<file path="src/rtl/nrot_pkg.sv">
package nrot_pkg;

  typedef enum logic [2:0] {
    ST_IDLE  = 3'd0,
    ST_READ  = 3'd1,
    ST_CALC  = 3'd2,
    ST_WRITE = 3'd3,
    ST_DONE  = 3'd4
  } nrot_state_e;

  localparam int unsigned  BYTE_W     = 8;
  localparam int unsigned  FLAG_W     = 8;
  localparam logic [7:0]   OPC_PREFIX = 8'hED;
  localparam logic [7:0]   OPC_RLD    = 8'h6F;

  // flag register bit positions
  localparam int unsigned  FLG_S  = 7;
  localparam int unsigned  FLG_Z  = 6;
  localparam int unsigned  FLG_H  = 4;
  localparam int unsigned  FLG_PV = 2;
  localparam int unsigned  FLG_N  = 1;
  localparam int unsigned  FLG_C  = 0;

  // bits that pass through unchanged: carry and the two spare bits
  localparam logic [FLAG_W-1:0] FLG_KEEP_MASK = 8'b0010_1001;

endpackage

</file>
<file path="src/rtl/nrot_digit_alu.sv">
module nrot_digit_alu
  import nrot_pkg::*;
#(
  parameter int unsigned DATA_W = 8
) (
  input  logic [DATA_W-1:0] acc_old,
  input  logic [DATA_W-1:0] mem_old,
  input  logic [FLAG_W-1:0] flg_old,
  output logic [DATA_W-1:0] acc_new,
  output logic [DATA_W-1:0] mem_new,
  output logic [FLAG_W-1:0] flg_new
);

  localparam int unsigned NIB_W = DATA_W / 2;

  logic [NIB_W-1:0] acc_hi, acc_lo, mem_hi, mem_lo;
  logic [FLAG_W-1:0] flg_calc;
  logic              res_sign, res_zero, res_even;

  assign acc_hi = acc_old[DATA_W-1:NIB_W];
  assign acc_lo = acc_old[NIB_W-1:0];
  assign mem_hi = mem_old[DATA_W-1:NIB_W];
  assign mem_lo = mem_old[NIB_W-1:0];

  // three-way digit rotation
  assign mem_new = {mem_lo, acc_lo};
  assign acc_new = {acc_hi, mem_hi};

  assign res_sign = acc_new[DATA_W-1];
  assign res_zero = (acc_new == '0);
  assign res_even = ~(^acc_new);

  // computed flag bits; H and N stay zero
  generate
    for (genvar b = 0; b < FLAG_W; b++) begin : g_flag
      if (b == FLG_S) begin : g_s
        assign flg_calc[b] = res_sign;
      end else if (b == FLG_Z) begin : g_z
        assign flg_calc[b] = res_zero;
      end else if (b == FLG_PV) begin : g_pv
        assign flg_calc[b] = res_even;
      end else begin : g_zero
        assign flg_calc[b] = 1'b0;
      end
    end
  endgenerate

  assign flg_new = (flg_old & FLG_KEEP_MASK) | (flg_calc & ~FLG_KEEP_MASK);

endmodule

</file>
<file path="src/rtl/nrot_ctrl.sv">
module nrot_ctrl
  import nrot_pkg::*;
#(
  parameter int unsigned OPC_W = 16
) (
  input  logic             clk,
  input  logic             rst_n,
  input  logic             start_i,
  input  logic [OPC_W-1:0] opcode_i,
  input  logic             mem_ready_i,
  output logic             load_op,
  output logic             load_rd,
  output logic             load_res,
  output logic             rd_en,
  output logic             wr_en,
  output logic             done
);

  nrot_state_e state_q, state_d;
  logic        opc_hit;

  assign opc_hit = (opcode_i == {OPC_PREFIX, OPC_RLD});

  always_comb begin
    state_d  = state_q;
    load_op  = 1'b0;
    load_rd  = 1'b0;
    load_res = 1'b0;
    unique case (state_q)
      ST_IDLE: begin
        if (start_i && opc_hit) begin
          load_op = 1'b1;
          state_d = ST_READ;
        end
      end
      ST_READ: begin
        if (mem_ready_i) begin
          load_rd = 1'b1;
          state_d = ST_CALC;
        end
      end
      ST_CALC: begin
        load_res = 1'b1;
        state_d  = ST_WRITE;
      end
      ST_WRITE: begin
        if (mem_ready_i) state_d = ST_DONE;
      end
      ST_DONE:  state_d = ST_IDLE;
      default:  state_d = ST_IDLE;
    endcase
  end

  always_ff @(posedge clk or negedge rst_n) begin
    if (!rst_n) state_q <= ST_IDLE;
    else        state_q <= state_d;
  end

  assign rd_en = (state_q == ST_READ);
  assign wr_en = (state_q == ST_WRITE);
  assign done  = (state_q == ST_DONE);

  // the operand latch pulses only once per accepted start
  assert_single_load_R10: assert property (@(posedge clk) disable iff (!rst_n)
    load_op |=> !load_op);

  // a read is always accepted before the matching write begins
  assert_read_before_write_R8: assert property (@(posedge clk) disable iff (!rst_n)
    $rose(wr_en) |-> $past(load_rd, 2));

endmodule

</file>
<file path="src/rtl/nibble_rot_unit.sv">
module nibble_rot_unit
  import nrot_pkg::*;
#(
  parameter int unsigned ADDR_W = 16,
  parameter int unsigned DATA_W = BYTE_W
) (
  input  logic                clk,
  input  logic                rst_n,
  input  logic                start_i,
  input  logic [2*DATA_W-1:0] opcode_i,
  input  logic [ADDR_W-1:0]   ptr_i,
  input  logic [DATA_W-1:0]   acc_i,
  input  logic [FLAG_W-1:0]   flags_i,
  output logic [ADDR_W-1:0]   mem_addr_o,
  output logic                mem_rd_o,
  output logic                mem_wr_o,
  output logic [DATA_W-1:0]   mem_wdata_o,
  input  logic [DATA_W-1:0]   mem_rdata_i,
  input  logic                mem_ready_i,
  output logic [DATA_W-1:0]   acc_o,
  output logic [FLAG_W-1:0]   flags_o,
  output logic                done_o
);

  localparam int unsigned OPC_W = 2 * DATA_W;
  localparam int unsigned NIB_W = DATA_W / 2;

  logic              load_op, load_rd, load_res;
  logic              rd_en, wr_en, done;

  logic [ADDR_W-1:0] ptr_q;
  logic [DATA_W-1:0] acc_q, mem_q, wdata_q, acc_res_q;
  logic [FLAG_W-1:0] flg_q, flg_res_q;

  logic [DATA_W-1:0] acc_new, mem_new;
  logic [FLAG_W-1:0] flg_new;

  nrot_ctrl #(.OPC_W(OPC_W)) u_ctrl (
    .clk         (clk),
    .rst_n       (rst_n),
    .start_i     (start_i),
    .opcode_i    (opcode_i),
    .mem_ready_i (mem_ready_i),
    .load_op     (load_op),
    .load_rd     (load_rd),
    .load_res    (load_res),
    .rd_en       (rd_en),
    .wr_en       (wr_en),
    .done        (done)
  );

  nrot_digit_alu #(.DATA_W(DATA_W)) u_alu (
    .acc_old (acc_q),
    .mem_old (mem_q),
    .flg_old (flg_q),
    .acc_new (acc_new),
    .mem_new (mem_new),
    .flg_new (flg_new)
  );

  // operand capture at accepted start
  always_ff @(posedge clk or negedge rst_n) begin
    if (!rst_n) begin
      ptr_q <= '0;
      acc_q <= '0;
      flg_q <= '0;
    end else if (load_op) begin
      ptr_q <= ptr_i;
      acc_q <= acc_i;
      flg_q <= flags_i;
    end
  end

  // read data capture
  always_ff @(posedge clk or negedge rst_n) begin
    if (!rst_n)       mem_q <= '0;
    else if (load_rd) mem_q <= mem_rdata_i;
  end

  // result registers
  always_ff @(posedge clk or negedge rst_n) begin
    if (!rst_n) begin
      wdata_q   <= '0;
      acc_res_q <= '0;
      flg_res_q <= '0;
    end else if (load_res) begin
      wdata_q   <= mem_new;
      acc_res_q <= acc_new;
      flg_res_q <= flg_new;
    end
  end

  assign mem_addr_o  = ptr_q;
  assign mem_rd_o    = rd_en;
  assign mem_wr_o    = wr_en;
  assign mem_wdata_o = wdata_q;
  assign acc_o       = acc_res_q;
  assign flags_o     = flg_res_q;
  assign done_o      = done;

  assert_one_strobe_R8: assert property (@(posedge clk) disable iff (!rst_n)
    !(mem_rd_o && mem_wr_o));

  assert_read_hold_R2: assert property (@(posedge clk) disable iff (!rst_n)
    (mem_rd_o && !mem_ready_i) |=> (mem_rd_o && $stable(mem_addr_o)));

  assert_write_hold_R2: assert property (@(posedge clk) disable iff (!rst_n)
    (mem_wr_o && !mem_ready_i) |=> (mem_wr_o && $stable(mem_addr_o) && $stable(mem_wdata_o)));

  assert_same_address_R2: assert property (@(posedge clk) disable iff (!rst_n)
    $rose(mem_wr_o) |-> ($stable(mem_addr_o) && $past(mem_rd_o, 2)));

  assert_done_pulse_R9: assert property (@(posedge clk) disable iff (!rst_n)
    done_o |=> !done_o);

  assert_done_after_write_R9: assert property (@(posedge clk) disable iff (!rst_n)
    done_o |-> $past(mem_wr_o && mem_ready_i));

  assert_high_digit_kept_R4: assert property (@(posedge clk) disable iff (!rst_n)
    done_o |-> (acc_o[DATA_W-1:NIB_W] == acc_q[DATA_W-1:NIB_W]));

  assert_hn_clear_R7: assert property (@(posedge clk) disable iff (!rst_n)
    done_o |-> (!flags_o[FLG_H] && !flags_o[FLG_N]));

  assert_carry_kept_R7: assert property (@(posedge clk) disable iff (!rst_n)
    done_o |-> (flags_o[FLG_C] == flg_q[FLG_C]));

  assert_result_stable_R9: assert property (@(posedge clk) disable iff (!rst_n)
    (!mem_wr_o && !done_o && !$past(done_o)) |-> ($stable(acc_o) && $stable(flags_o)));

endmodule

</file>
<file path="config.mk">
export PLATFORM = sky130hd
export DESIGN_NAME = nibble_rot_unit
export DESIGN_NICKNAME = d
export VERILOG_FILES = /design/src/rtl/nrot_pkg.sv /design/src/rtl/nrot_digit_alu.sv /design/src/rtl/nrot_ctrl.sv /design/src/rtl/nibble_rot_unit.sv
export SDC_FILE = /design/constraint.sdc
export NUM_CORES = 1
export LEC_CHECK = 0
export ABC_AREA = 0
export BUFFER_PORTS_ARGS = -buffer_cell sky130_fd_sc_hd__buf_4
export CAP_MARGIN = 10
export CORE_MARGIN = 5
export CORE_UTILIZATION = 43
export CTS_CLUSTER_SIZE = 20
export DETAILED_ROUTE_END_ITERATION = 7
export GPL_ROUTABILITY_DRIVEN = 1
export PLACE_DENSITY = 0.75
export SLEW_MARGIN = 20
export SYNTH_ARGS = -nofsm -noshare
export SYNTH_HDL_FRONTEND = slang
export SYNTH_SLANG_ARGS = --single-unit
</file>
<file path="constraint.sdc">
create_clock -name clk -period 1.5 [get_ports clk]
set_input_delay 0.15 -clock clk [delete_from_list [all_inputs] [get_ports clk]]
set_output_delay 0.15 -clock clk [all_outputs]
set_load 0.02 [all_outputs]
</file>
==> impl_metrics.toml <==
[critical_path]
crit_required_ns = 1.70
r2r_end = "mem_wdata_o[3]"
register_to_register_path_depth = 3
worst_setup_path_start_kind = "flop"
regToRegSetupSlack_ns = 0.04
critPathMaxFanout = 21
endpoint_kind = "flop"
critical_path.reg2reg.startpoint = "u_ctrl.state_q[1]"
worst_ep_arrival_time_ns = 1.66
criticalPathCategory = "flop to flop"

[clocking]
cts_tree = "done"
h_tree_depth = 3
clkSlewWorstSetupHoldPaths_ns = 0.07
root_buffer = "clkbuf_8"
cts_buffer_depth = 2
clk-insertion-delay-late_ns = 0.32
clock_sink_count = 59
cts_made_buffers = 9

[logic_synthesis]
synth.yosys.warnings = 0
number_of_enable_flip_flop_cells_after_synthesis = 0
syn_area_per_cell_sq_um = 15.3
seq_area_frac_synth_pct = 58.8
ys_seq_elements = 59
syn_area_sq_mm = 0.00251
netlist-cell-type-count = 27
asyncSetResetFlopFracSynth_pct = 100
syn-instance-count = 164
synth_ff_type = "dfrtp_1"

[global_routing]
grt_pass1_wl_mm = 8.42
groute.layer.met1.usage_pct = 19.1
grt_util_all_layers_pct = 14.5
globalRouteMet3Util_pct = 4.09
grt_start_max_net_pins = 32
gr_peak_layer = "met2"
gr_util_met2_pct = 22.6
grt_antenna_before_repair = 0
grt_overflow = 0
first_global_vias = 1729

[final_layout]
final.fill_count = 427
antenna_cells = 0
most_frequent_standard_cell_in_the_layout_excluding_fill_and_tap_cells = "buf_4"
most_frequent_cells_in_the_layout = "buf_4, dfrtp_1, mux2_4, mux2_2, clkbuf_8"
nNetsFinal = 335
ratio_of_cells_with_drive_above_1_in_the_final_layout_pct = 62.9
syn_to_final_growth_pct = 43.4

[sta]
setup_skew_after_layout_ns = 0.0110
rsz0062_at_grt = "true"
fmax_mhz = 684
layout_min_cycle_time_ns = 1.46
finalSetupViolations = 0
count_of_final_max_slew_check_failures = 0
final_tns_setup_ns = 0
final_min_period_over_clock_period_pct = 97.5
hold_violations = 0

[placement]
dp_hpwl_mm = 3.88
number_of_buffers_inserted_by_port_buffering = 95
place.gp.congestion = 0.689

[run]
max_cap_viol_count = 0

[worst_hold_path]
hp-class = "input pin to flop"
worst_hold_stages = 2
hold-path-endpoint = "u_ctrl.state_q[0]"
hp-start = "mem_ready_i"

[route]
detail_route.wl_per_cell_microns = 14.9
drt-vias-per-instance = 4.69
antenna_viol_nets_final = 0
via_count = 1629
initialDrtViolationCount = 29
drc = 0
detail_route.wirelength_mm = 5.16
drt-pass1-iter-count = 2

[power]
design_power_total_w = 0.00514
worst_voltage_drop_across_the_vdd_grid_uv = 940
static-leakage-power_nw = 1.90
power_density_mw_per_mm2 = 1430

[die]
initial_util_pct = 44.8
placementRows = 27
io_pins = 103
core_area_sq_mm = 0.00561
die-area_sq_mm = 0.00747
chipWidth_microns = 86.4
die_extent_in_y_microns = 86.4

[outcome]
run_status = "finished clean"
## repair_timing
item,in CTS,in global routing
buffers inserted,0,0
hold buffers,1,0
setup endpoints to repair,0,19
hold endpoints to repair,28,0
resized for setup,0,6
## cells by family (layout without fill, tap and decap cells)
logic type	after synthesis	after routing	synth area share (%)
AND/OR/NAND/NOR	20	20	6.08
other	1	2	0.149
AO/OA/AOI/OAI	6	6	1.39
multiplexers	52	52	26.2
flip-flops	59	59	58.8
adder cells (fa/ha/maj)	4	4	1.99
buffers and inverters	18	128	3.98
XOR/XNOR	4	4	1.39
## cell usage after synthesis (all sizes together) (2+ instances only)
cell type / number / area (sq um)
nor3b: 3 / 22.5
xnor2: 3 / 26.3
nand4: 2 / 12.5
o21ai: 4 / 20.0
nand2: 5 / 18.8
dfrtp: 59 / 1480
mux2: 51 / 649
and2: 2 / 12.5
a211oi: 2 / 15.0
inv: 10 / 37.5
ha: 4 / 50.1
buf: 8 / 62.6
## final cells by class
class / instances / area (sq um) / area share [%]
Clock inverter: 2 / 35.0 / 0.973
Inverter: 10 / 37.5 / 1.04
Tap cell: 72 / 90.1 / 2.50
Clock buffer: 13 / 159 / 4.41
Sequential cell: 59 / 1480 / 41.1
Timing Repair Buffer: 103 / 817 / 22.7
Multi-Input combinational cell: 88 / 983 / 27.3
## routing by layer
layer	up-vias	wire length (microns)	part of all wire [%]
met5	-	0	0
met4	0	44	0.85
met3	6	326	6.3
met2	49	2600	50
met1	796	2180	42
li1	778	-	-
## metrics by stage
step / area (sq um) / setup slack, ns / hold WS (ns) / instances / util (%)
after floorplan: 2550 / -0.0125 / -0.146 / 165 / -
after global placement: 3380 / 0.0122 / 0.0985 / 331 / 60.3
after detailed placement: 3380 / -0.0266 / 0.0994 / 331 / 60.3
after CTS: 3580 / 0.0268 / 0.0130 / 347 / 63.9
after global routing: 3600 / -0.00979 / 0.0203 / 347 / 64.2
final: 3600 / 0.0376 / 0.0229 / 347 / 64.2
## flip-flops by register name, summed over array words and instances, names as in the netlist
register,count
acc_o,7
acc_q,8
flags_o,6
flg_q,3
mem_addr_o,16
mem_q,8
mem_wdata_o,8
u_ctrl.state_q,3
## worst max path at each step
stage / startpoint / cells after the start / to / slack [ns]
after floorplan: u_ctrl.state_q[0] / 4 / mem_q[2] / -0.01
after global placement: opcode_i[7] / 6 / mem_addr_o[11] / 0.01
after detailed placement: opcode_i[7] / 6 / mem_addr_o[11] / -0.03
after CTS: u_ctrl.state_q[1] / 3 / mem_wdata_o[3] / 0.03
after global routing: u_ctrl.state_q[2] / 3 / mem_rd_o / -0.01
final: u_ctrl.state_q[1] / 3 / mem_wdata_o[3] / 0.04
## power breakdown
part / leakage, nW / internal, W / switching, W
clock: 0.0995 / 0.000848 / 0.000569
combinational: 1.02 / 0.000902 / 0.000740
sequential: 0.781 / 0.00188 / 0.000195
## worst max-delay path: stages, from the launching register on
cell and delay, ns:
dfrtp_2 0.47, nor3b_2 0.29, buf_12 0.22, mux2_2 0.35
(Power assumes the default switching activity.)
